**config.mk**
```make
export PLATFORM = sky130hd
export DESIGN_NAME = kbc_host_if
export DESIGN_NICKNAME = d
export VERILOG_FILES = /design/src/rtl/kbc_pkg.sv /design/src/rtl/kbc_cmd_dec.sv /design/src/rtl/kbc_pulse_gen.sv /design/src/rtl/kbc_out_sel.sv /design/src/rtl/kbc_host_if.sv
export SDC_FILE = /design/constraint.sdc
export NUM_CORES = 1
export LEC_CHECK = 0
export BUFFER_PORTS_ARGS = -buffer_cell sky130_fd_sc_hd__buf_2
export CAP_MARGIN = 10
export CORE_MARGIN = 2
export CORE_UTILIZATION = 58
export DETAILED_ROUTE_END_ITERATION = 10
export HOLD_SLACK_MARGIN = 0.15
export PLACE_DENSITY = 0.81
export SLEW_MARGIN = 15
export SYNTH_ARGS = -nofsm -noshare
export SYNTH_HDL_FRONTEND = slang
export SYNTH_SLANG_ARGS = --single-unit
```
**constraint.sdc**
```tcl
create_clock -name clk -period 4.4 [get_ports clk]
set_clock_uncertainty 0.2 [all_clocks]
set_input_delay 0.22 -clock clk [delete_from_list [all_inputs] [get_ports clk]]
set_output_delay 0.22 -clock clk [all_outputs]
set_load 0.02 [all_outputs]
```
**src/rtl/kbc_pkg.sv**
```systemverilog
`timescale 1ns/1ps
package kbc_pkg;

    // command bytes recognised on the command port
    localparam logic [7:0] CMD_RD_MODE = 8'h20;
    localparam logic [7:0] CMD_WR_MODE = 8'h60;
    localparam logic [7:0] CMD_RD_OUTP = 8'hD0;
    localparam logic [7:0] CMD_WR_OUTP = 8'hD1;
    localparam logic [7:0] CMD_WR_AUX  = 8'hD4;
    localparam logic [7:0] CMD_A20_OFF = 8'hDD;
    localparam logic [7:0] CMD_A20_ON  = 8'hDF;

    // what the next data-port write is meant for
    typedef enum logic [1:0] {
        WAIT_NONE = 2'd0,
        WAIT_MODE = 2'd1,
        WAIT_OUTP = 2'd2,
        WAIT_AUX  = 2'd3
    } wait_e;

    typedef enum logic [3:0] {
        ACT_NONE,
        ACT_RD_MODE,
        ACT_WR_MODE,
        ACT_RD_OUTP,
        ACT_WR_OUTP,
        ACT_WR_AUX,
        ACT_A20_ON,
        ACT_A20_OFF,
        ACT_PULSE
    } act_e;

    typedef struct packed {
        logic [7:0] kbd_buf;
        logic [7:0] aux_buf;
        logic       kbd_full;
        logic       aux_full;
        logic [7:0] mode;
        logic [7:0] outp;
        wait_e      wt;
        logic       cmd_flag;
        logic       ktx_v;
        logic [7:0] ktx_b;
        logic       atx_v;
        logic [7:0] atx_b;
    } hst_t;

    localparam hst_t HST_RST = '{
        kbd_buf:  8'h00,
        aux_buf:  8'h00,
        kbd_full: 1'b0,
        aux_full: 1'b0,
        mode:     8'h03,
        outp:     8'h03,
        wt:       WAIT_NONE,
        cmd_flag: 1'b1,
        ktx_v:    1'b0,
        ktx_b:    8'h00,
        atx_v:    1'b0,
        atx_b:    8'h00
    };

endpackage

```
**src/rtl/kbc_cmd_dec.sv**
```systemverilog
`timescale 1ns/1ps
module kbc_cmd_dec
    import kbc_pkg::*;
(
    input  logic [7:0] cmd_byte,
    output act_e       act,
    output logic [3:0] pulse_sel
);
    always_comb begin
        // zero bits in the low nibble select lines to pulse
        pulse_sel = ~cmd_byte[3:0];
        act       = ACT_NONE;
        if (cmd_byte[7:4] == 4'hF) begin
            act = ACT_PULSE;
        end else begin
            case (cmd_byte)
                CMD_RD_MODE: act = ACT_RD_MODE;
                CMD_WR_MODE: act = ACT_WR_MODE;
                CMD_RD_OUTP: act = ACT_RD_OUTP;
                CMD_WR_OUTP: act = ACT_WR_OUTP;
                CMD_WR_AUX:  act = ACT_WR_AUX;
                CMD_A20_ON:  act = ACT_A20_ON;
                CMD_A20_OFF: act = ACT_A20_OFF;
                default:     act = ACT_NONE;
            endcase
        end
    end
endmodule

```
**src/rtl/kbc_pulse_gen.sv**
```systemverilog
`timescale 1ns/1ps
module kbc_pulse_gen #(
    parameter int unsigned CYCLES = 1200
) (
    input  logic       clk,
    input  logic       rst_n,
    input  logic       start,
    input  logic [3:0] sel,
    output logic       busy,
    output logic [3:0] low
);
    localparam int unsigned CW = $clog2(CYCLES + 1);

    typedef struct packed {
        logic [CW-1:0] cnt;
        logic [3:0]    sel;
    } pst_t;

    pst_t d, q;

    always_comb begin
        d = q;
        if (q.cnt != '0) begin
            d.cnt = q.cnt - CW'(1);
        end else if (start && (sel != 4'h0)) begin
            d.cnt = CW'(CYCLES);
            d.sel = sel;
        end
    end

    always_ff @(posedge clk) begin
        if (!rst_n) q <= '0;
        else        q <= d;
    end

    assign busy = (q.cnt != '0);
    assign low  = busy ? q.sel : 4'h0;
endmodule

```
**src/rtl/kbc_out_sel.sv**
```systemverilog
`timescale 1ns/1ps
module kbc_out_sel (
    input  logic       kbd_full,
    input  logic       aux_full,
    input  logic [7:0] kbd_byte,
    input  logic [7:0] aux_byte,
    output logic [7:0] host_byte,
    output logic       any_full,
    output logic       aux_only
);
    always_comb begin
        // keyboard slot is served first
        host_byte = kbd_full ? kbd_byte : aux_byte;
        any_full  = kbd_full | aux_full;
        aux_only  = aux_full & ~kbd_full;
    end
endmodule

```
**src/rtl/kbc_host_if.sv**
```systemverilog
`timescale 1ns/1ps
module kbc_host_if
    import kbc_pkg::*;
#(
    parameter int unsigned           ADDR_W       = 8,
    parameter logic [ADDR_W-1:0]     CMD_SEL_MASK = ADDR_W'(4),
    parameter int unsigned           CLK_MHZ      = 200,
    parameter int unsigned           PULSE_US     = 6
) (
    input  logic              clk,
    input  logic              rst_n,
    input  logic              bus_en,
    input  logic              bus_we,
    input  logic [ADDR_W-1:0] bus_addr,
    input  logic [7:0]        bus_wdata,
    output logic [7:0]        bus_rdata,
    input  logic              kbd_rx_valid,
    input  logic [7:0]        kbd_rx_byte,
    input  logic              aux_rx_valid,
    input  logic [7:0]        aux_rx_byte,
    output logic              kbd_tx_valid,
    output logic [7:0]        kbd_tx_byte,
    output logic              aux_tx_valid,
    output logic [7:0]        aux_tx_byte,
    output logic              irq_kbd,
    output logic              irq_aux,
    output logic [3:0]        port_lines,
    output logic              a20_gate,
    output logic              sys_reset_req
);
    localparam int unsigned PULSE_CYCLES = CLK_MHZ * PULSE_US;

    hst_t d, q;

    logic       sel_cmd, wr_cmd, wr_dat, rd_dat;
    act_e       act;
    logic [3:0] pulse_sel;
    logic       pulse_busy;
    logic [3:0] pulse_low;
    logic [7:0] host_byte;
    logic       any_full, aux_only;
    logic [7:0] status_byte, outp_view;
    logic       pulse_start;

    assign sel_cmd = |(bus_addr & CMD_SEL_MASK);
    assign wr_cmd  = bus_en &  bus_we &  sel_cmd;
    assign wr_dat  = bus_en &  bus_we & ~sel_cmd;
    assign rd_dat  = bus_en & ~bus_we & ~sel_cmd;

    kbc_cmd_dec u_dec (
        .cmd_byte  (bus_wdata),
        .act       (act),
        .pulse_sel (pulse_sel)
    );

    assign pulse_start = wr_cmd && (act == ACT_PULSE);

    kbc_pulse_gen #(.CYCLES(PULSE_CYCLES)) u_pulse (
        .clk   (clk),
        .rst_n (rst_n),
        .start (pulse_start),
        .sel   (pulse_sel),
        .busy  (pulse_busy),
        .low   (pulse_low)
    );

    kbc_out_sel u_sel (
        .kbd_full  (q.kbd_full),
        .aux_full  (q.aux_full),
        .kbd_byte  (q.kbd_buf),
        .aux_byte  (q.aux_buf),
        .host_byte (host_byte),
        .any_full  (any_full),
        .aux_only  (aux_only)
    );

    assign status_byte = {2'b00, aux_only, 1'b1, q.cmd_flag, 2'b00, any_full};
    assign outp_view   = {q.outp[7:6], aux_only, any_full, q.outp[3:0]};

    always_comb begin
        logic       rsp_v;
        logic [7:0] rsp_b;
        d       = q;
        d.ktx_v = 1'b0;
        d.atx_v = 1'b0;
        rsp_v   = 1'b0;
        rsp_b   = 8'h00;

        // host read empties the slot it was served from
        if (rd_dat) begin
            if (q.kbd_full)      d.kbd_full = 1'b0;
            else if (q.aux_full) d.aux_full = 1'b0;
        end

        if (wr_cmd) begin
            d.cmd_flag = 1'b1;
            d.wt       = WAIT_NONE;
            case (act)
                ACT_RD_MODE: begin rsp_v = 1'b1; rsp_b = q.mode;    end
                ACT_RD_OUTP: begin rsp_v = 1'b1; rsp_b = outp_view; end
                ACT_WR_MODE: d.wt = WAIT_MODE;
                ACT_WR_OUTP: d.wt = WAIT_OUTP;
                ACT_WR_AUX:  d.wt = WAIT_AUX;
                ACT_A20_ON:  d.outp[1] = 1'b1;
                ACT_A20_OFF: d.outp[1] = 1'b0;
                default: ;
            endcase
        end

        if (wr_dat) begin
            d.cmd_flag = 1'b0;
            d.wt       = WAIT_NONE;
            case (q.wt)
                WAIT_MODE: d.mode = bus_wdata;
                WAIT_OUTP: d.outp = bus_wdata;
                WAIT_AUX:  begin d.atx_v = 1'b1; d.atx_b = bus_wdata; end
                default:   begin d.ktx_v = 1'b1; d.ktx_b = bus_wdata; end
            endcase
        end

        // controller response takes the keyboard slot outright
        if (rsp_v) begin
            d.kbd_buf  = rsp_b;
            d.kbd_full = 1'b1;
        end else if (kbd_rx_valid && !d.kbd_full) begin
            d.kbd_buf  = kbd_rx_byte;
            d.kbd_full = 1'b1;
        end

        if (aux_rx_valid && !d.aux_full) begin
            d.aux_buf  = aux_rx_byte;
            d.aux_full = 1'b1;
        end
    end

    always_ff @(posedge clk) begin
        if (!rst_n) q <= HST_RST;
        else        q <= d;
    end

    assign bus_rdata     = sel_cmd ? status_byte : host_byte;
    assign kbd_tx_valid  = q.ktx_v;
    assign kbd_tx_byte   = q.ktx_b;
    assign aux_tx_valid  = q.atx_v;
    assign aux_tx_byte   = q.atx_b;
    assign irq_kbd       = q.kbd_full & q.mode[0];
    assign irq_aux       = aux_only & q.mode[1];
    assign port_lines    = q.outp[3:0] & ~pulse_low;
    assign a20_gate      = port_lines[1];
    assign sys_reset_req = ~port_lines[0];
endmodule

```
==> results.json, run 1 <==
{
  "postSynthNetCount": 407,
  "hold_buf_count_cts": 33,
  "core.rowCount": 27,
  "power.density_nw_per_um2": 398,
  "power_report.internal_total_w": 0.00111,
  "critical_path_peak_fanout": 20,
  "ctsLongestPathBuffers": 2,
  "ff2ff_path_depth": 7,
  "total_power_w": 0.00160,
  "power_switching_share_pct": 30.3,
  "setup_repair_after_global_routing_missed_its_margin": "no",
  "max_freq_mhz": 337,
  "rrSetupSlack_ns": 1.86,
  "post-route-period-util_pct": 67.4,
  "finalWeightedCongestion": 0.839,
  "drt_iter0_markers": 117,
  "post_route_cells_drive_above_1_share_pct": 20.4,
  "timing.critical_path.required_ns": 3.98,
  "detailroute.via_count": 2806,
  "start_of_the_worst_register_to_register_path": "u_pulse.q[4]$_SDFFE_PN0P_",
  "sw_power_w": 0.000484,
  "synth_area_um2": 3300,
  "dominant_combinational_cell_family_by_area_after_synthesis": "simple AND/OR/NAND/NOR gates",
  "io_pins": 72,
  "static_leak_nw": 1.79,
  "cts_htree_levels": 3,
  "wl_per_cell_um": 14.8,
  "status": "finished clean",
  "path_class": "register to output port",
  "cap_viol_max_count": 0,
  "ys_async_sr_fraction_pct": 0,
  "yosys.cell_types.count": 53,
  "crit_path_start": "u_pulse.q[4]$_SDFFE_PN0P_",
  "number_of_buffers_created_by_cts": 9,
  "crit_end": "a20_gate",
  "ys_top_cells_by_count": "68 x dfxtp_1, 52 x mux2i_1, 51 x nor2_1, 38 x nand2_1, 18 x buf_4",
  "io_buffers": 64,
  "final_max_slew_viol_count": 0,
  "ant_nets": 0,
  "vdd_ir_drop_max_mv": 0.304,
  "final.min_clock_period_ns": 2.96,
  "yosys.area_share.simple_pct": 19.2,
  "synth_largest_type_area_fraction_pct": 41.3,
  "slew-limit-headroom_pct": 31.1,
  "tritoncts_clock_tree": "built",
  "hold-worst-slack_ns": 0.172,
  "initial_utilization_pct": 59.9,
  "worst_r2r_endpoint": "u_pulse.q[9]$_SDFFE_PN0P_",
  "clock_share_of_power_pct": 32.3,
  "die_w_um": 79.4,
  "clkSinkCount": 68,
  "post-place-ws_ns": 1.80,
  "post_synthesis_compound_gate_area_fraction_pct": 11.2,
  "drt_wl_total_um": 7620,
  "grt_start_max_net_pins": 55,
  "synth_ff_type": "dfxtp_1",
  "grt.total_usage_pct": 26.2,
  "worst-slew-pin-transition_ns": 1.03,
  "avgViaCountPerCell": 5.46,
  "postCtsSetupRepairBufs": 0,
  "place.detailed.hpwl_um": 4890,
  "placeableCoreArea_um2": 5510,
  "muxShareOfSynthArea_pct": 18.5,
  "synth_sequential_area_ratio_pct": 41.3,
  "timing.final.hold_violations": 0,
  "cts.repair.resized": 0,
  "seq_power_share_pct": 44.6,
  "comb_power_share_pct": 23.1,
  "synth_cells": 368,
  "post-route-drc-count": 0,
  "die_h_um": 79.4,
  "clk_root_buffer_cell": "clkbuf_8",
  "synth.area.top_cells": "dfxtp_1 41%, mux2i_1 16%, nor2_1 5.8%, nand2_1 4.3%, buf_4 4.1%",
  "post-route-worst-setup-slack_ns": 1.44,
  "syn-mean-instance-area_um2": 8.97,
  "final_core_utilization_pct": 72.8,
  "syn2layout_area_growth_pct": 21.5,
  "setup_total_negative_slack_ns": 0,
  "synth-edff-count": 0,
  "worstPathArrival_ns": 2.54,
  "grt_overflow_total": 0,
  "grt_pass1_vias": 2792,
  "critPathLaunchType": "register",
  "nets": 476,
  "dieArea_um2": 6310,
  "ys.warnings.count": 0,
  "post_synth_fa_ha_maj_area_fraction_pct": 0.379,
  "clkTransAtPathRegs_ns": 0.07,
  "finalSetupViolCount": 0,
  "wire_length_of_the_first_global_routing_pass_um": 12800,
  "yosys.cell_count.top_type": "dfxtp_1",
  "worstHoldPathType": "input pin to register",
  "synth-seq-cells": 68,
  "drt_pre_antenna_iters": 4,
  "synth-xor-area-share_pct": 1.06,
  "insertion_delay_ns": 0.33,
  "antenna_cells": 0,
  "critical_path.endpoint_type": "output port",
  "synthDominantAreaCellType": "dfxtp_1",
  "initial_antenna_violation_count": 0
}
==> cell usage in the layout, fill, tap and decap left out, types with 2 or more instances in the layout <==
cell type / netlist / layout
dfxtp_1: 68 / 68
buf_2: 5 / 64
mux2i_1: 52 / 52
nor2_1: 51 / 51
nand2_1: 38 / 38
dlygate4sd3_1: 0 / 33
a21oi_1: 12 / 12
clkbuf_8: 0 / 11
inv_1: 10 / 10
o21ai_0: 9 / 9
mux2_1: 8 / 8
nor2b_1: 6 / 6
nand3_1: 6 / 6
a22o_1: 5 / 5
o21ai_1: 4 / 4
or3_1: 4 / 4
a21boi_0: 3 / 3
and2_1: 3 / 3
and3_1: 3 / 3
xor2_1: 3 / 3
a211oi_1: 3 / 3
a31oi_1: 3 / 3
nor4_1: 2 / 2
a211o_1: 2 / 2
nand4_1: 2 / 2
nor2_2: 2 / 2
nor3b_1: 2 / 2
nor3_1: 2 / 2
nand2b_1: 2 / 2
o21a_1: 2 / 2
a22o_2: 2 / 2
clkinv_2: 0 / 2
==> registers in the layout, summed over array words and instances, names as in the netlist <==
name / count
q: 29
aux_tx_valid: 1
kbd_tx_byte: 8
u_pulse.q: 15
aux_tx_byte: 8
kbd_tx_valid: 1
outp_view: 6
==> how the worst min path moves through the flow <==
stage | start | endpoint | slack (ns) | cells past startpoint
floorplan | bus_wdata[1] | q[30]$_SDFFE_PN1P_ | 0.15 | 2
finish | bus_en | q[20]$_SDFFE_PP0P_ | 0.17 | 4
global route | bus_en | q[20]$_SDFFE_PP0P_ | 0.23 | 4
global placement | q[18]$_SDFFE_PN1P_ | q[18]$_SDFFE_PN1P_ | 0.25 | 2
CTS | bus_en | q[20]$_SDFFE_PP0P_ | 0.15 | 4
detailed placement | aux_rx_byte[4] | q[43]$_SDFFE_PN0P_ | 0.26 | 3
==> area by class of cell <==
class	count	area, um^2
Sequential cell	68	1360
Clock buffer	12	155
Multi-Input combinational cell	250	1660
Fill cell	415	1500
Timing Repair Buffer	97	651
Tap cell	72	90.1
Clock inverter	4	47.5
Inverter	11	41.3
==> stage by stage <==
stage	area [um^2]	instances
finish	4010	514
global route	4010	514
CTS	4010	514
detailed placement	3470	465
global placement	3470	465
floorplan	3300	368
==> per-layer routing <==
metal / part of all wire (%) / up-vias / GRT usage, %
met5: 0 / - / 0
met4: 1.5 / 0 / 10.9
met3: 5.7 / 13 / 3.96
met2: 49 / 91 / 45.7
met1: 44 / 1315 / 32.0
li1: - / 1387 / -
==> logic make-up (layout without fill, tap and decap cells) <==
group / Yosys count / count (layout)
AOI/OAI and AO/OA: 54 / 54
xor gates and xnor gates: 4 / 4
adders and majority gates: 1 / 1
buffers and inverters: 50 / 124
DFF: 68 / 68
muxes: 60 / 60
and+or+nand+nor: 131 / 131
==> critical path: stages, from the launching register on <==
cell and delay, ns:
dfxtp_1 0.33, inv_1 0.07, ha_1 0.17, nor2b_1 0.38
nand3_1 0.56, a21boi_0 0.47, buf_2 0.23
==> power by group through the flow <==
stage                     sequential [W]  clock (W)  combinational (W)
final                           0.000711   0.000516           0.000369
after global routing            0.000720   0.000550           0.000412
after CTS                       0.000710   0.000527           0.000365
after detailed placement        0.000723          0           0.000340
after global placement          0.000720          0           0.000324
after floorplan                 0.000711          0           0.000276
Power figures use the tool's default switching activity.
==> run 2: changes to the inputs <==
CORE_UTILIZATION = 54   (was 58)
PLACE_DENSITY = 0.76   (was 0.81)
clock period = 2.9 ns   (was 4.4 ns; I/O delays follow)
==> run 2 against run 1 <==
  * Global-route usage fell by 1.2 points
  * Cell count rose by 1.9%
  * Highest routed layer unchanged
  * Via count fell by 0.14%
==> results.json, run 2 (synthesized netlist as in run 1, its figures left out) <==
{
  "status": "finished clean",
  "post-route-drc-count": 0,
  "place.detailed.hpwl_um": 4880,
  "dieArea_um2": 6750,
  "grt_pass1_vias": 2807,
  "finalSetupViolCount": 0,
  "antenna_cells": 0,
  "cp_cell_sequence": "dlygate4sd3_1 > buf_2 > nand2_1 > nor3b_1 > nand4_1 > dlygate4sd3_1 > a21oi_1 > dlygate4sd3_1",
  "critical_path.endpoint_type": "register",
  "die_h_um": 82.2,
  "cap_viol_max_count": 0,
  "drt_iter0_markers": 140,
  "number_of_flip_flops_in_the_largest_register": 29,
  "worstPathArrival_ns": 2.75,
  "timing.critical_path.required_ns": 3.00,
  "registers.top_by_ff_count": "q",
  "worstHoldPathType": "input pin to register",
  "initial_antenna_violation_count": 0,
  "ctsLongestPathBuffers": 2,
  "cts_htree_levels": 3,
  "critical_path_peak_fanout": 6,
  "clkTransAtPathRegs_ns": 0.07,
  "worst_r2r_endpoint": "u_pulse.q[9]$_SDFFE_PN0P_",
  "avgViaCountPerCell": 5.35,
  "worst-path-buf-inv": 4,
  "final_max_slew_viol_count": 0,
  "core.rowCount": 28,
  "initial_utilization_pct": 55.7,
  "drt_pre_antenna_iters": 4,
  "wl_per_cell_um": 14.6,
  "worst_path_largest_cell_delay_ns": 0.58,
  "rrSetupSlack_ns": 0.64,
  "setup_total_negative_slack_ns": 0,
  "fill_cells": 494,
  "grt.total_usage_pct": 25.0,
  "grt_overflow_total": 0,
  "crit_path_top_delay_cell": "dlygate4sd3_1",
  "wire_length_of_the_first_global_routing_pass_um": 12800,
  "ff2ff_path_depth": 8,
  "postCtsSetupRepairBufs": 0,
  "reg_top3": "q: 29 flops, u_pulse.q: 15 flops",
  "number_of_buffers_created_by_cts": 9,
  "post-route-period-util_pct": 91.6,
  "clk_root_buffer_cell": "clkbuf_8",
  "hold_start": "bus_addr[2]",
  "final.min_clock_period_ns": 2.66,
  "hold-path-cell-count": 3,
  "hold-worst-slack_ns": 0.208,
  "detailroute.via_count": 2802,
  "final_common_cell": "dfxtp_1",
  "critical_path_s_most_frequent_cell": "dlygate4sd3_1",
  "most-common-layout-cells": "68 x dfxtp_1, 64 x buf_2, 52 x mux2i_1",
  "tritoncts_clock_tree": "built",
  "instance_count_on_the_critical_path": 8,
  "whs_endpoint": "kbd_tx_valid$_SDFF_PN0_",
  "start_of_the_worst_register_to_register_path": "u_pulse.q[4]$_SDFFE_PN0P_",
  "vdd_ir_drop_max_mv": 0.353,
  "insertion_delay_ns": 0.35,
  "placeableCoreArea_um2": 5920,
  "die_w_um": 82.2,
  "worst-slew-pin-transition_ns": 0.934,
  "slew-limit-headroom_pct": 37.6,
  "ant_nets": 0,
  "drt_wl_total_um": 7630,
  "power.density_nw_per_um2": 571,
  "io_pins": 72,
  "post_route_cells_drive_above_1_share_pct": 21.2,
  "cpLargestDelayFamily": "buffers and inverters",
  "timing.final.hold_violations": 0,
  "path_class": "input pin to register",
  "static_leak_nw": 1.80,
  "clkSinkCount": 68,
  "critPathLaunchType": "input pin",
  "grt_start_max_net_pins": 55,
  "finalWeightedCongestion": 0.799,
  "nets": 484,
  "max_freq_mhz": 377,
  "io_buffers": 64,
  "setup_repair_after_global_routing_missed_its_margin": "no",
  "syn2layout_area_growth_pct": 22.4
}
==> run 2: stage by stage <==
step                      cell area (um^2)  std cells  setup WS, ns  utilization (%)  power [W]
after detailed placement              3520        473         0.523             59.4    0.00162
after global routing                  4040        524        0.0939             68.2    0.00245
final                                 4040        524         0.245             68.2    0.00231
after floorplan                       3300        368         0.433                -    0.00150
after global placement                3520        473         0.670             59.4    0.00160
after CTS                             4030        524         0.184             68.1    0.00232
==> run 2: tightest hold or removal path, delay by kind of cell <==
| family | cells | cell delay (ns) |
|---|---|---|
| buffers and inverters | 1 | 0.27 |
| AND/OR/NAND/NOR | 2 | 0.29 |
==> run 2: worst max path at each step <==
stage                              start                        end
3_5_place_dp   u_pulse.q[4]$_SDFFE_PN0P_  u_pulse.q[9]$_SDFFE_PN0P_
3_3_place_gp   u_pulse.q[4]$_SDFFE_PN0P_  u_pulse.q[9]$_SDFFE_PN0P_
6_report                          bus_en         q[19]$_SDFFE_PP0P_
2_1_floorplan  u_pulse.q[4]$_SDFFE_PN0P_              port_lines[1]
5_1_grt                           bus_we         q[19]$_SDFFE_PP0P_
4_1_cts        u_pulse.q[4]$_SDFFE_PN0P_              port_lines[1]
==> run 2: timing repair <==
| action | in CTS | in global routing |
|---|---|---|
| resized for setup | 0 | 1 |
| hold buffers | 36 | 0 |
| setup endpoints to repair | 0 | 2 |
| hold endpoints to repair | 57 | 0 |
==> run 2: final cells by class <==
cell class	count	area [um^2]	area share (%)
repair buffers	105	718	17.8
clock buffers	10	128	3.16
flip-flops and latches	68	1360	33.7
multi-input cells	250	1670	41.3
clock inverters	5	30.0	0.743
inverters	11	41.3	1.02
well taps	75	93.8	2.32
==> run 2: per-layer routing <==
layer  vias to the layer above  global-route usage, %  part of all wire, %
li1                       1405                      -                    -
met1                      1314                   30.2                   46
met2                        67                   43.3                   48
met3                        16                   4.02                  4.4
met4                         0                   12.0                  2.1
met5                         -                      0                    0
==> run 2: power breakdown <==
group | switching, W | internal (W)
clock network | 0.000355 | 0.000301
registers | 0.0000650 | 0.00101
logic | 0.000327 | 0.000251
==> run 3: changes to the inputs <==
CORE_UTILIZATION = 55   (was 54)
HOLD_SLACK_MARGIN = 0.02   (was 0.15)
PLACE_DENSITY = 0.77   (was 0.76)
SYNTH_HIERARCHICAL = 1   (was default)
==> run 3 against run 2 <==
  * Non-clock buffer count shrank 7
  * Clock power up 13%
  * First-iteration DRC count grew 20%
  * Area after synthesis rose by 3.7%
  * Critical path depth grew 3
  * Die area rose by 1.7%
  * Critical path type unchanged
  * Critical endpoint is now u_pulse/q[11]$_SDFFE_PN0P_
  * Highest routed layer unchanged
==> results.json, run 3 <==
{
  "grt_met1_usage_pct": 30.6,
  "grt_pass1_vias": 2776,
  "placeableCoreArea_um2": 5960,
  "io_buffers": 64,
  "setup_total_negative_slack_ns": 0,
  "layoutNonFillerInstCount": 526,
  "synth_area_um2": 3420,
  "ff2ff_path_depth": 6,
  "seq_power_share_pct": 43.8,
  "cts_htree_levels": 3,
  "yosys.cell_count.top_type": "dfxtp_1",
  "place.detailed.hpwl_um": 5180,
  "final.min_clock_period_ns": 2.74,
  "avgViaCountPerCell": 5.45,
  "initial_utilization_pct": 57.4,
  "final_max_slew_viol_count": 0,
  "io_pins": 72,
  "critical_path.endpoint_type": "register",
  "crit_path_start": "bus_wdata[2]",
  "finalWeightedCongestion": 0.834,
  "power_switching_share_pct": 31.2,
  "die_h_um": 82.9,
  "worstHoldPathType": "input pin to register",
  "grt_busiest_layer": "met2",
  "ys_top_cells_by_count": "68 x dfxtp_1, 48 x nor2_1, 38 x mux2i_1, 20 x nand2_1, 17 x buf_4",
  "clkSinkCount": 68,
  "postSynthNetCount": 413,
  "synthDominantAreaCellType": "dfxtp_1",
  "grt_use_met2_pct": 38.0,
  "ys.warnings.count": 6,
  "post-route-period-util_pct": 94.6,
  "core.rowCount": 28,
  "worst-slew-pin-transition_ns": 0.709,
  "path_class": "input pin to register",
  "critPathLaunchType": "input pin",
  "final_common_cell": "dfxtp_1",
  "comb_power_share_pct": 26.3,
  "synth_sequential_area_ratio_pct": 39.8,
  "synth_largest_type_area_fraction_pct": 39.8,
  "yosys.cell_types.count": 58,
  "synth-edff-count": 0,
  "worstPathArrival_ns": 2.80,
  "clk_root_buffer_cell": "clkbuf_8",
  "rrSetupSlack_ns": 0.71,
  "registers.top_by_ff_count": "q",
  "antenna_cells": 0,
  "cap_viol_max_count": 0,
  "drt_wl_total_um": 7720,
  "drt_iter0_markers": 168,
  "hold_start": "rst_n",
  "wl_per_cell_um": 14.7,
  "vdd_ir_drop_max_mv": 0.421,
  "critical_path_peak_fanout": 9,
  "static_leak_nw": 1.82,
  "power.density_nw_per_um2": 600,
  "most-common-layout-cells": "68 x dfxtp_1, 64 x buf_2, 48 x nor2_1",
  "status": "finished clean",
  "use_met3_pct": 3.78,
  "max_freq_mhz": 365,
  "fill_cells": 506,
  "syn2layout_area_growth_pct": 20.7,
  "drt_pre_antenna_iters": 4,
  "setup_repair_after_global_routing_missed_its_margin": "no",
  "sw_power_w": 0.000774,
  "grt_start_max_net_pins": 32,
  "synth_ff_type": "dfxtp_1",
  "finalSetupViolCount": 0,
  "dieArea_um2": 6870,
  "post_route_cells_drive_above_1_share_pct": 24.8,
  "ctsLongestPathBuffers": 2,
  "syn-mean-instance-area_um2": 9.17,
  "slew-limit-headroom_pct": 52.1,
  "timing.critical_path.required_ns": 2.96,
  "synth-seq-cells": 68,
  "initial_antenna_violation_count": 0,
  "nets": 487,
  "start_of_the_worst_register_to_register_path": "u_pulse/q[4]$_SDFFE_PN0P_",
  "number_of_flip_flops_in_the_largest_register": 29,
  "die_w_um": 82.9,
  "multi_input_comb_area_um2": 1790,
  "synth_cells": 373,
  "ant_nets": 0,
  "wire_length_of_the_first_global_routing_pass_um": 13200,
  "placedCellCount": 483,
  "detailroute.via_count": 2867,
  "ys_async_sr_fraction_pct": 0,
  "clkTransAtPathRegs_ns": 0.07,
  "power_report.internal_total_w": 0.00170,
  "number_of_buffers_created_by_cts": 9,
  "hold-path-cell-count": 2,
  "tritoncts_clock_tree": "built",
  "postCtsSetupRepairBufs": 0,
  "clock_share_of_power_pct": 29.9,
  "insertion_delay_ns": 0.34,
  "grt_overflow_total": 0,
  "reg_top3": "q: 29 flops, u_pulse/q: 15 flops",
  "synth.area.top_cells": "dfxtp_1 40%, mux2i_1 11%, nor2_1 5.3%, buf_4 3.7%, mux2_4 3.5%",
  "post-route-drc-count": 0,
  "ff_latch_area_um2": 1360,
  "timing.final.hold_violations": 0,
  "grt.total_usage_pct": 23.4
}
run 3: repair_timing:
action / CTS / global route
endpoints found under the hold margin: 48 / 0
hold buffers: 28 / 0
setup endpoints to repair: 0 / 6
resized for setup: 0 / 1
run 3: cells by family after synthesis:
group / count (synthesis) / synth area share, %
buffers and inverters: 49 / 8.08
adders and majority gates: 2 / 0.731
muxes: 50 / 15.9
xor gates and xnor gates: 3 / 0.768
AOI/OAI and AO/OA: 57 / 11.5
DFF: 68 / 39.8
and+or+nand+nor: 144 / 23.2
run 3: area by class of cell:
| type | instances | share of cell area (%) |
|---|---|---|
| Clock buffer | 14 | 4.42 |
| Clock inverter | 1 | 0.121 |
| Inverter | 14 | 1.27 |
| Multi-Input combinational cell | 256 | 43.3 |
| Sequential cell | 68 | 33.0 |
| Tap cell | 75 | 2.27 |
| Timing Repair Buffer | 98 | 15.6 |
run 3: worst paths after layout:
kind / to
max: u_pulse/q[11]$_SDFFE_PN0P_
min: q[29]$_SDFFE_PN1P_
max reg2reg: u_pulse/q[11]$_SDFFE_PN0P_
min reg2reg: q[40]$_SDFFE_PN0P_
run 3: per-layer routing:
metal  up-vias  routed length [um]
met5         -                   0
met4         0                 150
met3        12                 281
met2        62                3580
met1      1348                3710
li1       1445                   -
run 3: critical path, cell delays in order:
cell and delay (ns):
dlygate4sd3_1 0.54, buf_2 0.19, and3_2 0.24, a311oi_1 0.28
nor2_1 0.14, and4b_1 0.30, and3_1 0.18, o41ai_1 0.13
nor4_4 0.34, nor3_1 0.10, a211oi_1 0.21
run 3: power by group through the flow:
stage / clock network (W) / logic [W] / registers [W]
after detailed placement: 0 / 0.000610 / 0.00110
after global routing: 0.000794 / 0.000719 / 0.00110
after global placement: 0 / 0.000596 / 0.00110
after floorplan: 0 / 0.000512 / 0.00108
final: 0.000742 / 0.000651 / 0.00109
after CTS: 0.000755 / 0.000645 / 0.00108
run 3: per-stage QoR:
| stage | total power [W] | utilization (%) | hold WS [ns] | instance area (um^2) | setup slack [ns] |
|---|---|---|---|---|---|
| after floorplan | 0.00159 | - | 0.0628 | 3420 | 0.330 |
| after global placement | 0.00169 | 61.5 | 0.179 | 3660 | 0.435 |
| after detailed placement | 0.00171 | 61.5 | 0.183 | 3660 | 0.392 |
| after CTS | 0.00248 | 69.3 | 0.0452 | 4130 | 0.0375 |
| after global routing | 0.00261 | 69.3 | 0.0589 | 4130 | 0.00541 |
| final | 0.00248 | 69.3 | 0.0585 | 4130 | 0.157 |
